**src/rtl/wprot_pkg.sv**
```systemverilog
package wprot_pkg;
   typedef struct packed {
      logic       wpen;
      logic       flb;
      logic [1:0] wd;
      logic [1:0] bl;
      logic       wel;
      logic       wip;
   } status_t;

   localparam status_t STATUS_RST = '0;
   localparam logic [7:0] SR_DATA_MASK = 8'b1011_1100;
endpackage

```
**src/rtl/wprot_region.sv**
```systemverilog
module wprot_region #(
   parameter int ADDR_W = 12
) (
   input  logic [ADDR_W-1:0] addr,
   input  logic [1:0]        lock_code,
   output logic              locked
);
   localparam int unsigned DEPTH = 1 << ADDR_W;
   localparam int unsigned QUART = DEPTH / 4;

   logic [3:0] in_range;

   if (ADDR_W < 2) begin : g_bad_width
      $error("wprot_region: ADDR_W must be at least 2");
   end

   assign in_range[0] = 1'b0;

   for (genvar k = 1; k < 4; k++) begin : g_code
      localparam int unsigned LOW = (k == 3) ? 0 : DEPTH - k * QUART;
      localparam logic [ADDR_W:0] LOW_V = LOW[ADDR_W:0];
      assign in_range[k] = ({1'b0, addr} >= LOW_V);
   end

   assign locked = in_range[lock_code];
endmodule

```
**src/rtl/wprot_arbiter.sv**
```systemverilog
module wprot_arbiter (
   input  logic sr_req,
   input  logic arr_req,
   input  logic addr_locked,
   input  logic wel,
   input  logic wip,
   input  logic wpen,
   input  logic wp_n,
   output logic sr_grant,
   output logic sr_deny,
   output logic arr_grant,
   output logic arr_deny
);
   logic ready;
   logic sr_ok;
   logic arr_ok;

   always_comb begin
      ready  = wel & ~wip;
      sr_ok  = ready & (~wpen | wp_n);
      arr_ok = ready & ~addr_locked & ~sr_req;
   end

   assign sr_grant  = sr_req & sr_ok;
   assign sr_deny   = sr_req & ~sr_ok;
   assign arr_grant = arr_req & arr_ok;
   assign arr_deny  = arr_req & ~arr_ok;
endmodule

```
**src/rtl/wprot_regs.sv**
```systemverilog
module wprot_regs
   import wprot_pkg::*;
(
   input  logic       clk,
   input  logic       rst_n,
   input  logic       wel_set,
   input  logic       wel_clr,
   input  logic       flag_set,
   input  logic       flag_clr,
   input  logic       load_sr,
   input  logic [7:0] sr_data,
   input  logic       start_wr,
   input  logic       wr_done,
   output status_t    sr_q
);
   status_t sr_d;
   status_t wr_img;
   logic    finish;

   always_comb begin
      wr_img = status_t'(sr_data & SR_DATA_MASK);
      finish = wr_done & sr_q.wip;
      sr_d   = sr_q;

      if (load_sr) begin
         sr_d.wpen = wr_img.wpen;
         sr_d.wd   = wr_img.wd;
         sr_d.bl   = wr_img.bl;
      end

      if (flag_clr)      sr_d.flb = 1'b0;
      else if (flag_set) sr_d.flb = 1'b1;

      if (finish)       sr_d.wel = 1'b0;
      else if (wel_clr) sr_d.wel = 1'b0;
      else if (wel_set) sr_d.wel = 1'b1;

      if (start_wr)    sr_d.wip = 1'b1;
      else if (finish) sr_d.wip = 1'b0;
   end

   always_ff @(posedge clk or negedge rst_n) begin
      if (!rst_n) sr_q <= STATUS_RST;
      else        sr_q <= sr_d;
   end
endmodule

```
**src/rtl/wprot_status.sv**
```systemverilog
module wprot_status
   import wprot_pkg::*;
#(
   parameter int ADDR_W = 12
) (
   input  logic              clk,
   input  logic              rst_n,
   input  logic              wel_set,
   input  logic              wel_clr,
   input  logic              flag_set,
   input  logic              flag_clr,
   input  logic              sr_wr_req,
   input  logic [7:0]        sr_wr_data,
   input  logic              arr_wr_req,
   input  logic [ADDR_W-1:0] arr_wr_addr,
   input  logic              wp_n,
   input  logic              wr_done,
   output logic [7:0]        status,
   output logic              sr_wr_grant,
   output logic              sr_wr_deny,
   output logic              arr_wr_grant,
   output logic              arr_wr_deny
);
   status_t sr_q;
   logic    locked;

   wprot_region #(.ADDR_W(ADDR_W)) u_region (
      .addr      (arr_wr_addr),
      .lock_code (sr_q.bl),
      .locked    (locked)
   );

   wprot_arbiter u_arb (
      .sr_req      (sr_wr_req),
      .arr_req     (arr_wr_req),
      .addr_locked (locked),
      .wel         (sr_q.wel),
      .wip         (sr_q.wip),
      .wpen        (sr_q.wpen),
      .wp_n        (wp_n),
      .sr_grant    (sr_wr_grant),
      .sr_deny     (sr_wr_deny),
      .arr_grant   (arr_wr_grant),
      .arr_deny    (arr_wr_deny)
   );

   wprot_regs u_regs (
      .clk      (clk),
      .rst_n    (rst_n),
      .wel_set  (wel_set),
      .wel_clr  (wel_clr),
      .flag_set (flag_set),
      .flag_clr (flag_clr),
      .load_sr  (sr_wr_grant),
      .sr_data  (sr_wr_data),
      .start_wr (sr_wr_grant | arr_wr_grant),
      .wr_done  (wr_done),
      .sr_q     (sr_q)
   );

   assign status = sr_q;
endmodule

```
**config.mk**
```make
export PLATFORM = sky130hd
export DESIGN_NAME = wprot_status
export DESIGN_NICKNAME = d
export VERILOG_FILES = /design/src/rtl/wprot_pkg.sv /design/src/rtl/wprot_region.sv /design/src/rtl/wprot_arbiter.sv /design/src/rtl/wprot_regs.sv /design/src/rtl/wprot_status.sv
export SDC_FILE = /design/constraint.sdc
export NUM_CORES = 1
export LEC_CHECK = 0
export ABC_AREA = 1
export BUFFER_PORTS_ARGS = -buffer_cell sky130_fd_sc_hd__buf_2
export CORE_MARGIN = 2
export CORE_UTILIZATION = 30
export DETAILED_ROUTE_END_ITERATION = 8
export GPL_TIMING_DRIVEN = 0
export MAX_ROUTING_LAYER = met4
export PLACE_DENSITY_LB_ADDON = 0.2
export SLEW_MARGIN = 20
export SYNTH_ARGS = -nofsm -noshare
export SYNTH_HDL_FRONTEND = slang
export SYNTH_SLANG_ARGS = --single-unit
```
**constraint.sdc**
```tcl
create_clock -name clk -period 0.9 [get_ports clk]
set_input_delay 0.09 -clock clk [delete_from_list [all_inputs] [get_ports clk]]
set_output_delay 0.09 -clock clk [all_outputs]
set_load 0.1 [all_outputs]
```
# Word-level counts from Yosys, hierarchy flattened
# Index checks and enable logic that the tools add are counted.
[classes]
muxes = 9
order_cmp = 3
bitwise = 17
n_reduce_logical = 3
[ops]
columns = ["operator", "n"]
rows = [
  ["$ge 12x12->1 const B", 2],
  ["$and 1x1->1", 9],
  ["$mux 1", 8],
  ["$not 1->1", 6],
  ["$reduce_bool 2->1", 2],
  ["$lt 2x3->1 const B", 1],
  ["$reduce_bool 3->1", 1],
  ["$bmux 1 s2", 1],
  ["$or 1x1->1", 2],
]
[word_totals]
word_cells = 38
regBits = 8

# Longest topological paths before layout
[depth]
ltp_word = 9
ltp_mapped = 6
ltp_nobuf = 6

# By module
# A second synthesis with hierarchy kept.
[unflattened]
cells_unflattened = 52
hier_area_um2 = 394.1
[modules_own_cells]
columns = ["mod", "area_per_inst_um2", "cells_per_inst", "seq_area_each_um2", "instances"]
rows = [
  ["wprot_regs", 315.3, 33, 200.2, 1],
  ["wprot_arbiter", 53.8, 13, 0.0, 1],
  ["wprot_region", 13.8, 3, 0.0, 1],
  ["wprot_status", 11.3, 3, 0.0, 1],
]

# Least setup slack after synthesis
# OpenSTA, ideal clock, no wires.
[synth_path]
kind = "register -> output"
startpoint = "register u_regs.sr_q[3] (netlist name)"
endpoint = "output arr_wr_deny"
n_path_buf = 0
slack_ns = -2.583
arrival_ns = 3.393
path_stages_with_launch = 5
path_cell_list = "dfrtp_1 inv_1 nand2_1 nand2_1 a21boi_0"
[synth_via]
elab_chain_cells = 7
[synth_lines]
columns = ["element", "line_no", "text"]
rows = [
  ["$bmux 1 s2", "wprot_region.sv:25", "assign locked = in_range[lock_code];"],
  ["$mux 1 (implied by the code)", "wprot_region.sv:25", ""],
  ["$not 1->1", "wprot_arbiter.sv:21", "arr_ok = ready & ~addr_locked & ~sr_req;"],
  ["$and 1x1->1 (2 in a row)", "wprot_arbiter.sv:21", ""],
  ["$not 1->1", "wprot_arbiter.sv:27", "assign arr_deny = arr_req & ~arr_ok;"],
  ["$and 1x1->1", "wprot_arbiter.sv:27", ""],
  ["end: declaration", "wprot_status.sv:22", "output logic arr_wr_deny"],
]
# No other way between the ends. The select of a mux whose other input is x is not followed.

# Worst setup path after layout
[layout_path]
startpoint = "register u_regs.sr_q[3] (netlist name)"
endpoint = "output arr_wr_grant"
[layout_via]
elab_chain_cells = 6
[layout_lines]
columns = ["element", "line_no", "text"]
rows = [
  ["$bmux 1 s2", "wprot_region.sv:25", ""],
  ["$mux 1 (implied by the code)", "wprot_region.sv:25", ""],
  ["$not 1->1", "wprot_arbiter.sv:21", ""],
  ["$and 1x1->1 (2 in a row)", "wprot_arbiter.sv:21", ""],
  ["$and 1x1->1", "wprot_arbiter.sv:26", "assign arr_grant = arr_req & arr_ok;"],
  ["end: declaration", "wprot_status.sv:21", "output logic arr_wr_grant,"],
]
# No other way between the ends. The select of a mux whose other input is x is not followed.

==> qor.txt <==
unrepaired setup endpoints after global routing: yes
DR pass1 iterations: 4
TritonCTS clock tree: yes
Pwr per Cell Area: 3120 nW/um^2
Synth Flop Type: dfrtp_1
share of the synthesized area in the top cell type: 47.2%
Syn Area/Cell: 7.85 um^2
Final Setup Violations: 19
clk_skew: 0.0101 ns
Final nets: 131
most frequent cells after synthesis: nand2_1, dfrtp_1, inv_1, nor2_1, buf_4
FMAX: 708 MHz
relative slew slack: 86.2%
yosys warns: 0
ANT cells: 0
CP cell instances: inv_2 > nand2_1 > nand2_2 > nand3_4 > clkinvlp_4 > buf_12
CTS max path bufs: 2
critical setup path kind: reg -> out
Slew @ Worst Pin: 0.207 ns
register area share after synthesis: 47.2%
TritonCTS Buffers: 3
Multi-input gate area: 258 um^2
Die W: 41.6 um
initial antenna violation count: 0
max cap viols: 0
Area contributors post-synth: dfrtp_1, nand2_1, inv_1
largest net degree at the start of global routing: 9
first-pass GRT wire length: 2210 um
synthesized area: 424 um^2
DR vias: 492
CP Data Required Time: 0.81 ns
Syn-to-layout area delta: 148%
starting density of the core: 32.2%
total core area: 1320 um^2
Final ANT Viol Nets: 0
Reg with most FFs: u_regs.sr_q
latest clock arrival within the worst-skew pair: 0.25 ns
# DRC: 0
dpl ws: -0.579 ns
CP max stage delay: 0.50 ns
FF+latch count, synth: 8
family with the most delay on the worst path: flip-flops
Largest register FFs: 8
HPWL Detailed: 768 um
Clock Sinks: 8
asr flop ratio synth: 100%
Post-synth EDFFs: 0
register area: 213 um^2
CTS clk-pin slew, worst paths: 0.05 ns
Synth area leader: dfrtp_1
row count: 13
WP buf/inv: 3
GRT Residual Overflow: 0
IO buf count: 28
most common cell in the netlist: nand2_1
H-Tree Depth: 1
die area: 1730 um^2
failing checks: negative setup slack
number of DRC markers in iteration 0: 1
Setup WS post-layout: -0.513 ns
Syn Nets: 84
Crit. End Element: output pin
VDD IR-drop max: 2.34 mV
worst hold-check path type: in -> reg
Fillers: 91
min Tclk post-route: 1.41 ns
final core occ: 79.9%
Wirelength per Cell: 12.0 um
GRT Overall Usage: 17.7%
layout cells sized above 1: 80.0%
Cells after Synth: 54
critical path launch point type: register
slowest stage cell, crit path: dfrtp_4
final worst-path cycle share: 157%
largest registers: u_regs.sr_q (8)
Fin. Hold Viols: 0
vias in the first global route: 526
unique cell type count in the Yosys netlist: 14
io pins: 42
Max Slew Vio Count: 0
Avg Vias per Cell: 4.28
status: complete, but fails checks
clock root buffer: clkbuf_4
die height: 41.6 um
maximum fanout along the worst path: 3
static leakage: 0.510 nW
CP arrival: 1.32 ns
final WL: 1380 um
gp weighted congestion: 0.682
## report_power, final
group / internal, W / total, W / switching (W)
logic: 0.000922 / 0.00232 / 0.00140
clock network: 0.000169 / 0.000287 / 0.000118
registers: 0.000513 / 0.000669 / 0.000155
## final timing paths
check | start | endpoint | slack, ns | cells past startpoint
worst min register to register | u_regs.sr_q[4] | u_regs.sr_q[4] | 0.52 | 2
worst max-delay path | u_regs.sr_q[3] | arr_wr_grant | -0.51 | 6
worst max register to register | u_regs.sr_q[0] | u_regs.sr_q[3] | -0.25 | 6
worst min-delay path | wel_clr | u_regs.sr_q[1] | 0.03 | 2
min in group asynchronous | rst_n | u_regs.sr_q[2] | 0.21 | 2
max in group asynchronous | rst_n | u_regs.sr_q[3] | 0.49 | 2
## timing repair
| item | 4_1_cts | 5_1_grt |
|---|---|---|
| cloned | 0 | 0 |
| setup endpoints to repair | 18 | 19 |
| endpoints found under the hold margin | 9 | 0 |
| pin swaps | 13 | 1 |
| setup buffers | 9 | 5 |
| hold buffers | 2 | 0 |
| resized for setup | 60 | 11 |
## layer usage
metal | GRT usage, % | wire [um] | up-vias
met5 | - | 0 | -
met4 | 5.81 | 0 | 0
met3 | 4.78 | 57 | 0
met2 | 35.0 | 881 | 18
met1 | 15.8 | 438 | 225
li1 | - | - | 249
## cell usage in the layout (no fill, tap or decap), types with 2 or more instances in the layout
cell type and n:
nor2_1 3, nand3_4 2, inv_1 3, inv_2 4
dfrtp_1 2, dfrtp_2 4, dlygate4sd3_1 2, buf_6 7
nor2_4 2, buf_2 16, nand2_2 14, dfrtp_4 2
nand2_1 8, buf_4 7, clkbuf_4 3, buf_12 12
## cell families after synthesis
| logic type | Yosys count | synth area share [%] |
|---|---|---|
| compound gates | 3 | 4.72 |
| simple gates | 31 | 33.6 |
| buf+inv | 12 | 14.5 |
| flops | 8 | 47.2 |
## stage by stage
step                      power, W  cell area (um^2)  hold WS [ns]  setup TNS (ns)  std cells
after floorplan            0.00192               499        -0.206           -2.34         54
after global routing       0.00341              1050        0.0191           -5.68        115
after detailed placement   0.00214               658       -0.0608           -2.99         97
after CTS                  0.00313               983       0.00674           -4.53        111
after global placement     0.00213               658       -0.0571           -2.85         97
final                      0.00328              1050        0.0257           -4.72        115
## worst register-to-register path, delay by kind of cell, from the launching register on
kind	cells	cell delay (ns)
buffers and inverters	2	0.30
AND/OR/NAND/NOR	4	0.34
flip-flops	1	0.40
## cell type report
| class | instances | area share (%) |
|---|---|---|
| Tap cell | 15 | 1.78 |
| Multi-Input combinational cell | 34 | 24.5 |
| Inverter | 9 | 4.76 |
| Sequential cell | 8 | 20.2 |
| Clock buffer | 4 | 2.50 |
| Timing Repair Buffer | 43 | 44.5 |
| Buffer | 2 | 1.78 |
Note: power is estimated with default switching activity, not from simulation.
